## src/rtl/fps_pkg.sv

```systemverilog
package fps_pkg;

    localparam int NBLK   = 5;
    localparam int BIDX_W = 3;

    typedef logic [NBLK-1:0]   bmask_t;
    typedef logic [BIDX_W-1:0] bidx_t;

    typedef enum logic [2:0] {
        OP_RESET   = 3'd0,
        OP_PROG    = 3'd1,
        OP_BERASE  = 3'd2,
        OP_CERASE  = 3'd3,
        OP_SUSPEND = 3'd4,
        OP_RESUME  = 3'd5
    } op_e;

    typedef enum logic [2:0] {
        S_IDLE,
        S_PROG,
        S_EWAIT,
        S_ERUN,
        S_ESUSP,
        S_SPROG,
        S_ERR
    } state_e;

    typedef struct packed {
        logic   busy;
        logic   err;
        logic   ers_active;
        logic   susp;
        bmask_t pend;
    } stat_t;

    // block index of a word: boot, param0, param1, main0, main1
    function automatic int blk_of(int a, int boot, int prm, int mn);
        if (a < boot)               return 0;
        if (a < boot + prm)         return 1;
        if (a < boot + 2*prm)       return 2;
        if (a < boot + 2*prm + mn)  return 3;
        return 4;
    endfunction

    // lowest set bit of a block mask
    function automatic bidx_t first_blk(bmask_t m);
        bidx_t r;
        r = '0;
        for (int i = NBLK-1; i >= 0; i--) begin
            if (m[i]) r = bidx_t'(i);
        end
        return r;
    endfunction

endpackage

```

## src/rtl/fps_blkmap.sv

```systemverilog
module fps_blkmap
    import fps_pkg::*;
#(
    parameter int AW          = 6,
    parameter int BOOT_WORDS  = 8,
    parameter int PARAM_WORDS = 4,
    parameter int MAIN_WORDS  = 16
) (
    input  logic [AW-1:0] addr,
    output bidx_t         blk,
    output logic          in_range
);
    localparam int TOTAL = BOOT_WORDS + 2*PARAM_WORDS + 2*MAIN_WORDS;

    always_comb begin
        blk      = bidx_t'(blk_of(int'(addr), BOOT_WORDS, PARAM_WORDS, MAIN_WORDS));
        in_range = int'(addr) < TOTAL;
    end
endmodule

```

## src/rtl/fps_array.sv

```systemverilog
module fps_array
    import fps_pkg::*;
#(
    parameter int DW          = 16,
    parameter int AW          = 6,
    parameter int BOOT_WORDS  = 8,
    parameter int PARAM_WORDS = 4,
    parameter int MAIN_WORDS  = 16
) (
    input  logic          clk,
    input  logic          rst,
    input  logic          prog_en,
    input  logic [AW-1:0] prog_addr,
    input  logic [DW-1:0] prog_data,
    input  logic          ers_en,
    input  bidx_t         ers_blk,
    input  logic [AW-1:0] rd_addr,
    output logic [DW-1:0] rd_data
);
    localparam int TOTAL = BOOT_WORDS + 2*PARAM_WORDS + 2*MAIN_WORDS;

    logic [DW-1:0] mem [TOTAL];

    always_ff @(posedge clk) begin
        if (rst) begin
            for (int w = 0; w < TOTAL; w++) mem[w] <= '1;
        end else begin
            for (int w = 0; w < TOTAL; w++) begin
                if (ers_en && int'(ers_blk) == blk_of(w, BOOT_WORDS, PARAM_WORDS, MAIN_WORDS))
                    mem[w] <= '1;
                else if (prog_en && int'(prog_addr) == w)
                    mem[w] <= mem[w] & prog_data;   // bits only fall
            end
        end
    end

    always_comb begin
        rd_data = '1;
        if (int'(rd_addr) < TOTAL) rd_data = mem[rd_addr];
    end
endmodule

```

## src/rtl/fps_ctrl.sv

```systemverilog
module fps_ctrl
    import fps_pkg::*;
#(
    parameter int DW        = 16,
    parameter int AW        = 6,
    parameter int PROG_CYC  = 4,
    parameter int ERASE_CYC = 12,
    parameter int ERASE_WIN = 6
) (
    input  logic          clk,
    input  logic          rst,
    input  logic          cmd_valid,
    input  op_e           cmd_op,
    input  logic [AW-1:0] cmd_addr,
    input  logic [DW-1:0] cmd_data,
    input  bidx_t         cmd_blk,
    input  logic          cmd_in,
    input  logic          flt_en,
    input  logic [AW-1:0] flt_addr,
    input  bidx_t         flt_blk,
    input  logic          flt_in,
    output logic          prog_en,
    output logic [AW-1:0] prog_addr,
    output logic [DW-1:0] prog_data,
    output logic          ers_en,
    output bidx_t         ers_blk,
    output logic          prog_act,
    output stat_t         stat
);
    localparam int PCW  = $clog2(PROG_CYC + 1);
    localparam int EMAX = (ERASE_CYC > ERASE_WIN) ? ERASE_CYC : ERASE_WIN;
    localparam int ECW  = $clog2(EMAX + 1);

    state_e         st_q;
    logic [PCW-1:0] pcnt_q;
    logic [ECW-1:0] ecnt_q;
    bmask_t         pend_q;
    bidx_t          cur_q;
    logic           fail_q;
    logic [AW-1:0]  pa_q;
    logic [DW-1:0]  pd_q;

    logic   is_cmd [8];
    logic   pzero, ezero, prog_bad, ers_bad, prog_done, ers_done, fail_n;
    bmask_t rest, add_mask;

    always_comb begin
        for (int k = 0; k < 8; k++) is_cmd[k] = cmd_valid && (int'(cmd_op) == k);
        pzero     = pcnt_q == '0;
        ezero     = ecnt_q == '0;
        prog_bad  = flt_en && flt_in && (flt_addr == pa_q);
        ers_bad   = flt_en && flt_in && (flt_blk == cur_q);
        prog_done = (st_q == S_PROG || st_q == S_SPROG) && pzero;
        ers_done  = (st_q == S_ERUN) && ezero && !is_cmd[OP_SUSPEND];
        fail_n    = fail_q | ers_bad;
        rest      = pend_q & ~(bmask_t'(1) << cur_q);
        add_mask  = (is_cmd[OP_BERASE] && cmd_in) ? (bmask_t'(1) << cmd_blk) : '0;

        prog_en   = prog_done && !prog_bad;
        prog_addr = pa_q;
        prog_data = pd_q;
        ers_en    = ers_done && !ers_bad;
        ers_blk   = cur_q;
        prog_act  = (st_q == S_PROG) || (st_q == S_SPROG);

        stat.busy       = (st_q == S_PROG) || (st_q == S_EWAIT) ||
                          (st_q == S_ERUN) || (st_q == S_SPROG);
        stat.err        = st_q == S_ERR;
        stat.ers_active = (st_q == S_ERUN) || (st_q == S_ESUSP) || (st_q == S_SPROG);
        stat.susp       = (st_q == S_ESUSP) || (st_q == S_SPROG);
        stat.pend       = pend_q;
    end

    always_ff @(posedge clk) begin
        if (rst) begin
            st_q   <= S_IDLE;
            pcnt_q <= '0;
            ecnt_q <= '0;
            pend_q <= '0;
            cur_q  <= '0;
            fail_q <= 1'b0;
            pa_q   <= '0;
            pd_q   <= '0;
        end else begin
            case (st_q)
                S_IDLE: begin
                    if (is_cmd[OP_PROG] && cmd_in) begin
                        st_q   <= S_PROG;
                        pcnt_q <= PCW'(PROG_CYC - 1);
                        pa_q   <= cmd_addr;
                        pd_q   <= cmd_data;
                    end else if (is_cmd[OP_BERASE] && cmd_in) begin
                        st_q   <= S_EWAIT;
                        pend_q <= add_mask;
                        ecnt_q <= ECW'(ERASE_WIN - 1);
                        fail_q <= 1'b0;
                    end else if (is_cmd[OP_CERASE]) begin
                        st_q   <= S_ERUN;
                        pend_q <= '1;
                        cur_q  <= '0;
                        ecnt_q <= ECW'(ERASE_CYC - 1);
                        fail_q <= 1'b0;
                    end
                end
                S_PROG: begin
                    if (pzero) st_q <= prog_bad ? S_ERR : S_IDLE;
                    else       pcnt_q <= pcnt_q - 1'b1;
                end
                S_EWAIT: begin
                    pend_q <= pend_q | add_mask;
                    if (ezero) begin
                        st_q   <= S_ERUN;
                        cur_q  <= first_blk(pend_q | add_mask);
                        ecnt_q <= ECW'(ERASE_CYC - 1);
                    end else begin
                        ecnt_q <= ecnt_q - 1'b1;
                    end
                end
                S_ERUN: begin
                    if (is_cmd[OP_SUSPEND]) begin
                        st_q <= S_ESUSP;              // count frozen
                    end else if (ezero) begin
                        if (rest == '0) begin
                            st_q   <= fail_n ? S_ERR : S_IDLE;
                            pend_q <= '0;
                        end else begin
                            pend_q <= rest;
                            cur_q  <= first_blk(rest);
                            ecnt_q <= ECW'(ERASE_CYC - 1);
                            fail_q <= fail_n;
                        end
                    end else begin
                        ecnt_q <= ecnt_q - 1'b1;
                    end
                end
                S_ESUSP: begin
                    if (is_cmd[OP_RESUME]) begin
                        st_q <= S_ERUN;
                    end else if (is_cmd[OP_PROG] && cmd_in && !pend_q[cmd_blk]) begin
                        st_q   <= S_SPROG;
                        pcnt_q <= PCW'(PROG_CYC - 1);
                        pa_q   <= cmd_addr;
                        pd_q   <= cmd_data;
                    end
                end
                S_SPROG: begin
                    if (pzero) begin
                        if (prog_bad) begin
                            st_q   <= S_ERR;
                            pend_q <= '0;
                        end else begin
                            st_q <= S_ESUSP;
                        end
                    end else begin
                        pcnt_q <= pcnt_q - 1'b1;
                    end
                end
                S_ERR: begin
                    if (is_cmd[OP_RESET]) st_q <= S_IDLE;
                end
                default: st_q <= S_IDLE;
            endcase
        end
    end
endmodule

```

## src/rtl/flash_pe_seq.sv

```systemverilog
module flash_pe_seq
    import fps_pkg::*;
#(
    parameter int DW          = 16,
    parameter int BOOT_WORDS  = 8,
    parameter int PARAM_WORDS = 4,
    parameter int MAIN_WORDS  = 16,
    parameter int PROG_CYC    = 4,
    parameter int ERASE_CYC   = 12,
    parameter int ERASE_WIN   = 6,
    parameter int AW          = $clog2(BOOT_WORDS + 2*PARAM_WORDS + 2*MAIN_WORDS)
) (
    input  logic          clk,
    input  logic          rst,
    input  logic          cmd_valid,
    input  logic [2:0]    cmd_op,
    input  logic [AW-1:0] cmd_addr,
    input  logic [DW-1:0] cmd_data,
    input  logic          flt_en,
    input  logic [AW-1:0] flt_addr,
    input  logic [AW-1:0] rd_addr,
    output logic [DW-1:0] rd_data,
    output logic          rd_ok,
    output logic          st_busy,
    output logic          st_err,
    output logic          st_ers_active,
    output logic          st_susp,
    output logic [4:0]    st_pend
);
    bidx_t         cmd_blk, flt_blk, rd_blk, ers_blk;
    logic          cmd_in, flt_in, rd_in;
    logic          prog_en, ers_en, prog_act;
    logic [AW-1:0] prog_addr;
    logic [DW-1:0] prog_data;
    stat_t         stat;

    fps_blkmap #(.AW(AW), .BOOT_WORDS(BOOT_WORDS), .PARAM_WORDS(PARAM_WORDS),
                 .MAIN_WORDS(MAIN_WORDS))
        u_map_cmd (.addr(cmd_addr), .blk(cmd_blk), .in_range(cmd_in));

    fps_blkmap #(.AW(AW), .BOOT_WORDS(BOOT_WORDS), .PARAM_WORDS(PARAM_WORDS),
                 .MAIN_WORDS(MAIN_WORDS))
        u_map_flt (.addr(flt_addr), .blk(flt_blk), .in_range(flt_in));

    fps_blkmap #(.AW(AW), .BOOT_WORDS(BOOT_WORDS), .PARAM_WORDS(PARAM_WORDS),
                 .MAIN_WORDS(MAIN_WORDS))
        u_map_rd (.addr(rd_addr), .blk(rd_blk), .in_range(rd_in));

    fps_ctrl #(.DW(DW), .AW(AW), .PROG_CYC(PROG_CYC), .ERASE_CYC(ERASE_CYC),
               .ERASE_WIN(ERASE_WIN))
        u_ctrl (
            .clk      (clk),
            .rst      (rst),
            .cmd_valid(cmd_valid),
            .cmd_op   (op_e'(cmd_op)),
            .cmd_addr (cmd_addr),
            .cmd_data (cmd_data),
            .cmd_blk  (cmd_blk),
            .cmd_in   (cmd_in),
            .flt_en   (flt_en),
            .flt_addr (flt_addr),
            .flt_blk  (flt_blk),
            .flt_in   (flt_in),
            .prog_en  (prog_en),
            .prog_addr(prog_addr),
            .prog_data(prog_data),
            .ers_en   (ers_en),
            .ers_blk  (ers_blk),
            .prog_act (prog_act),
            .stat     (stat)
        );

    fps_array #(.DW(DW), .AW(AW), .BOOT_WORDS(BOOT_WORDS), .PARAM_WORDS(PARAM_WORDS),
                .MAIN_WORDS(MAIN_WORDS))
        u_array (
            .clk      (clk),
            .rst      (rst),
            .prog_en  (prog_en),
            .prog_addr(prog_addr),
            .prog_data(prog_data),
            .ers_en   (ers_en),
            .ers_blk  (ers_blk),
            .rd_addr  (rd_addr),
            .rd_data  (rd_data)
        );

    always_comb begin
        st_busy       = stat.busy;
        st_err        = stat.err;
        st_ers_active = stat.ers_active;
        st_susp       = stat.susp;
        st_pend       = stat.pend;
        rd_ok         = rd_in && !prog_act && !stat.pend[rd_blk];
    end
endmodule

```

## config.mk

```make
export PLATFORM = sky130hd
export DESIGN_NAME = flash_pe_seq
export DESIGN_NICKNAME = d
export VERILOG_FILES = /design/src/rtl/fps_pkg.sv /design/src/rtl/fps_blkmap.sv /design/src/rtl/fps_array.sv /design/src/rtl/fps_ctrl.sv /design/src/rtl/flash_pe_seq.sv
export SDC_FILE = /design/constraint.sdc
export NUM_CORES = 1
export LEC_CHECK = 0
export ABC_CLOCK_PERIOD_IN_PS = 3800
export BUFFER_PORTS_ARGS = -buffer_cell sky130_fd_sc_hd__buf_2
export CAP_MARGIN = 20
export CORE_ASPECT_RATIO = 0.7
export CORE_UTILIZATION = 45
export CTS_BUF_LIST = sky130_fd_sc_hd__clkbuf_2 sky130_fd_sc_hd__clkbuf_4 sky130_fd_sc_hd__clkbuf_8
export CTS_CLUSTER_DIAMETER = 120
export CTS_CLUSTER_SIZE = 25
export DETAILED_ROUTE_END_ITERATION = 8
export GPL_TIMING_DRIVEN = 0
export PLACE_DENSITY = 0.59
export RECOVER_POWER = 50
export REMOVE_ABC_BUFFERS = 1
export SYNTH_ARGS = -nofsm -noshare
export SYNTH_HDL_FRONTEND = slang
export SYNTH_SLANG_ARGS = --single-unit
```

## constraint.sdc

```tcl
create_clock -name clk -period 3.8 [get_ports clk]
set_input_delay 0.76 -clock clk [delete_from_list [all_inputs] [get_ports clk]]
set_output_delay 0.76 -clock clk [all_outputs]
set_load 0.01 [all_outputs]
```

==> flow_summary.json, run 1 <==
{
  "grt_start_max_net_pins": 51,
  "p_sw_w": 0.004224,
  "first_global_vias": 24800,
  "p_seq_frac": 0.639,
  "ys_async_sr_fraction": 0,
  "arrival_ns": 3.16,
  "setup_violations": 17,
  "synth_fa_ha_area_frac": 0.001219,
  "synth.area.mux_share": 0.1506,
  "dpl-instance-area_sq_um": 41110,
  "max_cap_violations": 0,
  "synth_top_area_share": 0.5911,
  "antenna_left": 0,
  "synth_cell_types": 72,
  "run_status": "finished, violations left",
  "slew_violations": 0,
  "design.core.area_sq_um": 85080,
  "drive_gt1_frac": 0.1868,
  "wire_per_inst_um": 28.09,
  "worst_slew_pin_slew_ns": 1.363,
  "fin_crit_sh": 1.031,
  "yosysSeqAreaShare": 0.6121,
  "criticalPathCategory": "primary input to output pin",
  "dp_hpwl_um": 75120,
  "synth_xor_area_frac": 0.001122,
  "drtPass1Iterations": 6,
  "cts_tree": "yes",
  "synthSimpleGateAreaFrac": 0.1316,
  "yosys.area.top_type": "edfxtp_1",
  "cts_buffer_depth": 3,
  "gr-total-overflow": 0,
  "rows": 89,
  "peakVddDrop_mv": 0.2721,
  "final_cell_mix": "nand2_1 (1055), edfxtp_1 (768), a21o_1 (257)",
  "place_inst": 4075,
  "synth_edf_count": 768,
  "fin_area_sq_um": 42490,
  "yosys_warnings": 0,
  "p_clk_frac": 0.239,
  "cts_made_buffers": 38,
  "pre_cts_slack_ns": -1.977,
  "period_needed_ns": 3.916,
  "drt_iter0_markers": 3696,
  "via_count": 25780,
  "ctsHoldBuffers": 0,
  "synth_top_family_by_area": "multiplexers",
  "p_per_area_nw_per_um2": 370.6,
  "grt_pass1_wl_um": 171300,
  "hold_viol_final": 0,
  "slew_headroom": 0.09160,
  "clk_pin_slew_worst_paths_ns": 0.17,
  "worstPathRequired_ns": 3.04,
  "clock_sinks": 809,
  "ys_ff_latch": 809,
  "gp_congestion": 0.9020,
  "cts_max_level": 2,
  "start_kind": "primary input",
  "finalWorstSetupSlack_ns": -0.1163,
  "synth_area_leaders": "edfxtp_1 (59%), mux4_2 (14%), nand2_1 (10%), a21o_1 (4.9%), dfxtp_1 (2.1%)",
  "post-route-drc-count": 0,
  "syn_area_per_cell_sq_um": 12.83,
  "pwr-share-comb": 0.122,
  "clk_latency_ns": 0.72,
  "ios": 67,
  "grt_setup_unrepaired": "yes",
  "switching_share": 0.2682,
  "syn_area_sq_um": 39020,
  "clock_skew_ns": 0.05612,
  "nets": 3061,
  "drt-total-wl_um": 116900,
  "synthToLayoutAreaGrowth_pct": 8.899,
  "die_x_um": 353.9,
  "fmax_ghz": 0.2553,
  "p_int_w": 0.01152,
  "cts-root-buf": "clkbuf_8",
  "final_cells": 4162,
  "vias_per_cell": 6.193,
  "synthCells": 3041,
  "grt_usage": 0.2656,
  "p_leak_nw": 10.20,
  "antenna_found_initial": 1,
  "violations": "setup timing",
  "fillers": 7286,
  "die_y_um": 248.4,
  "synth_compound_area_frac": 0.07642,
  "initial_core_util": 0.4586,
  "dieArea_sq_um": 87910,
  "yosys_most_used_dff": "edfxtp_1",
  "hold_path.class": "primary input to register",
  "cp-end-kind": "output pin",
  "final_common_cell": "nand2_1",
  "portBuffers": 66,
  "worstPathMaxFanout": 5
}
==> cell usage after synthesis (4+ instances only) <==
library cell,instances
a31oi_1,10
buf_1,14
o21ai_0,88
clkbuf_1,155
nor2b_1,12
mux4_2,240
nor2_2,8
inv_1,13
nand3b_1,4
mux2i_1,46
nand4_1,4
nand2_1,1071
nor3_1,7
xnor2_1,5
nor2_1,66
a211oi_1,7
dfxtp_1,41
nand3_1,13
nand3_2,9
nor2_4,14
or3_1,5
nor3b_1,4
buf_2,65
nand2b_1,11
a21oi_1,32
a21o_1,257
edfxtp_1,768
o21ai_1,4
==> power by group through the flow <==
stage          logic (W)  clock network [W]  registers, W
2_1_floorplan   0.000962                  0        0.0102
3_5_place_dp     0.00178                  0        0.0103
5_1_grt          0.00205            0.00407        0.0101
4_1_cts          0.00194            0.00380        0.0101
6_report         0.00192            0.00376        0.0101
3_3_place_gp     0.00159                  0        0.0103
==> registers in the layout, summed over array words and instances, names as in the netlist <==
register and count:
u_ctrl.ers_blk 3, u_ctrl.ecnt_q 4, u_array.mem 768, u_ctrl.prog_data 16, u_ctrl.pend_q 5, u_ctrl.prog_addr 6
u_ctrl.fail_q 1, u_ctrl.pcnt_q 3, u_ctrl.st_q 3
==> per-layer routing <==
| metal | up-vias | GRT usage | share of wire |
|---|---|---|---|
| met5 | - | 0 | 0 |
| met1 | 13220 | 0.4017 | 0.43 |
| met2 | 1426 | 0.3966 | 0.45 |
| met4 | 0 | 0.04741 | 0.016 |
| met3 | 116 | 0.05919 | 0.11 |
| li1 | 11020 | - | - |
==> layout make-up <==
cell class / count / area, sq um / share of cell area
clock buffers: 45 / 581.8 / 0.01369
multi-input cells: 1980 / 14360 / 0.3378
clock inverters: 2 / 23.77 / 0.0005595
repair buffers: 174 / 2145 / 0.05047
well taps: 1137 / 1423 / 0.03348
flip-flops and latches: 809 / 23910 / 0.5626
inverters: 14 / 52.55 / 0.001237
diodes: 1 / 2.502 / 0.00005889
==> timing repair <==
action,4_1_cts,5_1_grt
endpoints found under the setup margin,1308,292
pin swaps,8,8
setup buffers,19,2
hold endpoints to repair,0,0
cloned,19,1
gates resized for setup,83,38
==> final timing paths <==
kind                                                     from                                end  slack [ns]  cells after the start
worst max register to register    u_ctrl.st_q[1]$_SDFFE_PP0P_  u_array.mem[35][12]$_SDFFCE_PP1P_       -0.02                      7
worst min-delay path                              cmd_data[2]   u_ctrl.prog_data[2]$_SDFFE_PP0P_        0.26                      3
worst max-delay path                               rd_addr[0]                        rd_data[10]       -0.12                     10
worst min register to register  u_ctrl.pcnt_q[2]$_SDFFE_PP0P_      u_ctrl.pcnt_q[2]$_SDFFE_PP0P_        0.54                      2
==> per-stage QoR <==
| step | util | power [W] | setup TNS (ns) | hold slack, ns |
|---|---|---|---|---|
| after floorplan | - | 0.01117 | -85.89 | 0.4680 |
| after global placement | 0.4675 | 0.01192 | -2054.33 | 0.4981 |
| after detailed placement | 0.4832 | 0.01204 | -913.24 | 0.5168 |
| after CTS | 0.5017 | 0.01579 | -0.9129 | 0.2090 |
| after global routing | 0.4994 | 0.01621 | -14.02 | 0.2331 |
| final | 0.4994 | 0.01575 | -1.130 | 0.2573 |
==> cell families (layout without fill, tap and decap cells) <==
kind of cell             count (synthesis)  in the layout
XOR/XNOR                                 5              5
adder cells (fa/ha/maj)                  4              4
other                                    0              1
buffers and inverters                  252            235
AND/OR/NAND/NOR                       1250           1250
flip-flops                             809            809
AO/OA/AOI/OAI                          434            434
multiplexers                           287            287
==> worst max-delay path, stage by stage <==
cell	delay, ns
buf_16	0.09
buf_16	0.12
buf_16	0.16
buf_8	0.13
buf_12	0.12
mux4_2	0.53
mux4_2	0.60
mux2i_2	0.25
o21ai_2	0.15
buf_2	0.21
No activity file was read; power rests on OpenSTA's default activity.
==> run 2: changes to the inputs <==
--- a/config.mk
+++ b/config.mk
@@ -9,6 +9,7 @@
 export BUFFER_PORTS_ARGS = -buffer_cell sky130_fd_sc_hd__buf_2
 export CAP_MARGIN = 20
 export CORE_ASPECT_RATIO = 0.7
+export CORE_MARGIN = 10
 export CORE_UTILIZATION = 45
 export CTS_BUF_LIST = sky130_fd_sc_hd__clkbuf_2 sky130_fd_sc_hd__clkbuf_4 sky130_fd_sc_hd__clkbuf_8
 export CTS_CLUSTER_DIAMETER = 120
==> flow_summary.json, run 2 (synthesis results as in run 1) <==
{
  "die_y_um": 266.4,
  "worst_slew_pin_slew_ns": 1.183,
  "cpMaxStageDelayCell": "mux4_2",
  "run_status": "finished, final reports clean",
  "max_cap_violations": 0,
  "rows": 90,
  "slew_violations": 0,
  "drtPass1Iterations": 6,
  "antenna_left": 0,
  "worstReg2RegStart": "u_ctrl.prog_addr[1]$_SDFFE_PP0P_",
  "wire_per_inst_um": 28.83,
  "fillers": 7437,
  "place_inst": 4089,
  "multi_input_area_sq_um": 14260,
  "ios": 67,
  "grt_usage": 0.2381,
  "vias_per_cell": 6.265,
  "grt_pass1_wl_um": 174900,
  "p_clk_frac": 0.242,
  "crit_family": "multiplexers",
  "dp_hpwl_um": 76510,
  "slew_headroom": 0.2112,
  "crit_path_max_incr_delay_ns": 0.63,
  "pre_cts_slack_ns": -1.290,
  "nets": 3060,
  "largest_register": "u_array.mem",
  "fin_crit_sh": 0.9987,
  "crit_chain": "buf_16 > buf_16 > mux4_2 > mux4_2 > mux2i_1 > o21ai_1 > buf_2",
  "p_sw_w": 0.004222,
  "drt-total-wl_um": 120600,
  "drt_iter0_markers": 4019,
  "switching_share": 0.2660,
  "antenna_found_initial": 9,
  "worstPathRequired_ns": 3.04,
  "p_per_area_nw_per_um2": 372.8,
  "period_needed_ns": 3.795,
  "drive_gt1_frac": 0.1828,
  "gp_congestion": 0.8516,
  "final_cells": 4182,
  "setup_violations": 0,
  "hold_viol_final": 0,
  "finalWorstSetupSlack_ns": 0.004848,
  "hold_path_depth": 3,
  "r2r_slack_ns": 0.17,
  "clk_pin_slew_worst_paths_ns": 0.17,
  "cts_made_buffers": 38,
  "synthToLayoutAreaGrowth_pct": 9.114,
  "use_met2": 0.3575,
  "fmax_ghz": 0.2635,
  "arrival_ns": 3.04,
  "die_x_um": 371.9,
  "portBuffers": 66,
  "reg2reg_depth": 4,
  "cts_buffer_depth": 3,
  "seq_area_sq_um": 23910,
  "first_global_vias": 25500,
  "start_kind": "primary input",
  "tns_ns": 0,
  "criticalPathCategory": "primary input to output pin",
  "hold_end": "u_ctrl.prog_data[4]$_SDFFE_PP0P_",
  "peakVddDrop_mv": 0.3229,
  "worst-path-buf-inv": 3,
  "grt_use_met1": 0.3423,
  "clk_latency_ns": 0.72,
  "cts-root-buf": "clkbuf_8",
  "dieArea_sq_um": 99070,
  "initial_core_util": 0.4535,
  "design.core.area_sq_um": 86030,
  "grt_setup_unrepaired": "no",
  "p_int_w": 0.01165,
  "use_met3": 0.06758,
  "busiest_layer": "met2",
  "cts_max_level": 2,
  "pwr-share-comb": 0.124,
  "worstPathMaxFanout": 12,
  "clock_skew_ns": 0.05106,
  "cts_tree": "yes",
  "final_common_cell": "nand2_1",
  "p_leak_nw": 10.27,
  "grt_start_max_net_pins": 51,
  "gr-total-overflow": 0,
  "final_cell_mix": "nand2_1 (1056), edfxtp_1 (768), a21o_1 (257)",
  "r2r_end": "u_array.mem[30][7]$_SDFFCE_PN1P_",
  "clock_sinks": 809,
  "cp-end-kind": "output pin",
  "p_seq_frac": 0.634,
  "largest_reg_flops": 768,
  "hold_start": "cmd_data[4]",
  "hold_path.class": "primary input to register",
  "post-route-drc-count": 0,
  "via_count": 26200
}
==> run 2: layout make-up <==
cell class                 instances  share of cell area
antenna                            1          0.00005878
clock buffer                      54             0.01555
clock inverter                     1           0.0003821
inverter                          14            0.001234
multi-input combinational       1980              0.3350
sequential                       809              0.5615
tap                             1150             0.03380
timing repair buffer             173             0.05240
==> run 2: timing repair <==
| action | 4_1_cts | 5_1_grt |
|---|---|---|
| hold buffers | 0 | 0 |
| resized for setup | 60 | 12 |
| gates cloned | 15 | 4 |
| endpoints found under the hold margin | 0 | 0 |
| endpoints found under the setup margin | 1229 | 614 |
| setup buffers | 10 | 7 |
==> run 2: worst max-delay path by stage <==
stage,startpoint,to,slack (ns),cells past startpoint
3_3_place_gp,rd_addr[0],rd_data[0],-5.85,6
2_1_floorplan,u_ctrl.st_q[0]$_SDFFE_PP0P_,u_array.mem[15][0]$_SDFFCE_PN1P_,-0.35,5
5_1_grt,u_array.mem[11][0]$_SDFFCE_PN1P_,rd_data[0],0.02,5
6_report,rd_addr[0],rd_data[0],0.005,7
4_1_cts,rd_addr[0],rd_data[14],0.00001,8
3_5_place_dp,u_ctrl.st_q[0]$_SDFFE_PP0P_,u_array.mem[23][7]$_SDFFCE_PN1P_,-1.29,7
==> run 2: through the flow <==
stage               hold slack [ns]  total power (W)  instance area, sq um    util
detailed placement           0.4943          0.01207                 41180  0.4786
CTS                          0.2136          0.01591                 42650  0.4958
global route                 0.2401          0.01640                 42570  0.4949
floorplan                    0.4680          0.01117                 38020       -
global placement             0.4828          0.01195                 39790  0.4625
finish                       0.2602          0.01587                 42570  0.4949
==> run 2: power groups by stage <==
stage	logic (W)	registers (W)	clock network, W
2_1_floorplan	0.000962	0.0102	0
3_3_place_gp	0.00161	0.0103	0
3_5_place_dp	0.00181	0.0103	0
4_1_cts	0.00195	0.0100	0.00391
5_1_grt	0.00210	0.0101	0.00421
6_report	0.00196	0.0101	0.00385
==> run 2: per-layer routing <==
| metal | part of all wire | up-vias |
|---|---|---|
| met4 | 0.019 | 6 |
| met5 | 0.00033 | - |
| met1 | 0.41 | 13410 |
| met3 | 0.12 | 154 |
| met2 | 0.45 | 1595 |
| li1 | - | 11030 |
==> run 2: tightest hold or removal path, stage by stage <==
cell	delay, ns
buf_2	0.07
mux2i_1	0.06
nor2_1	0.07
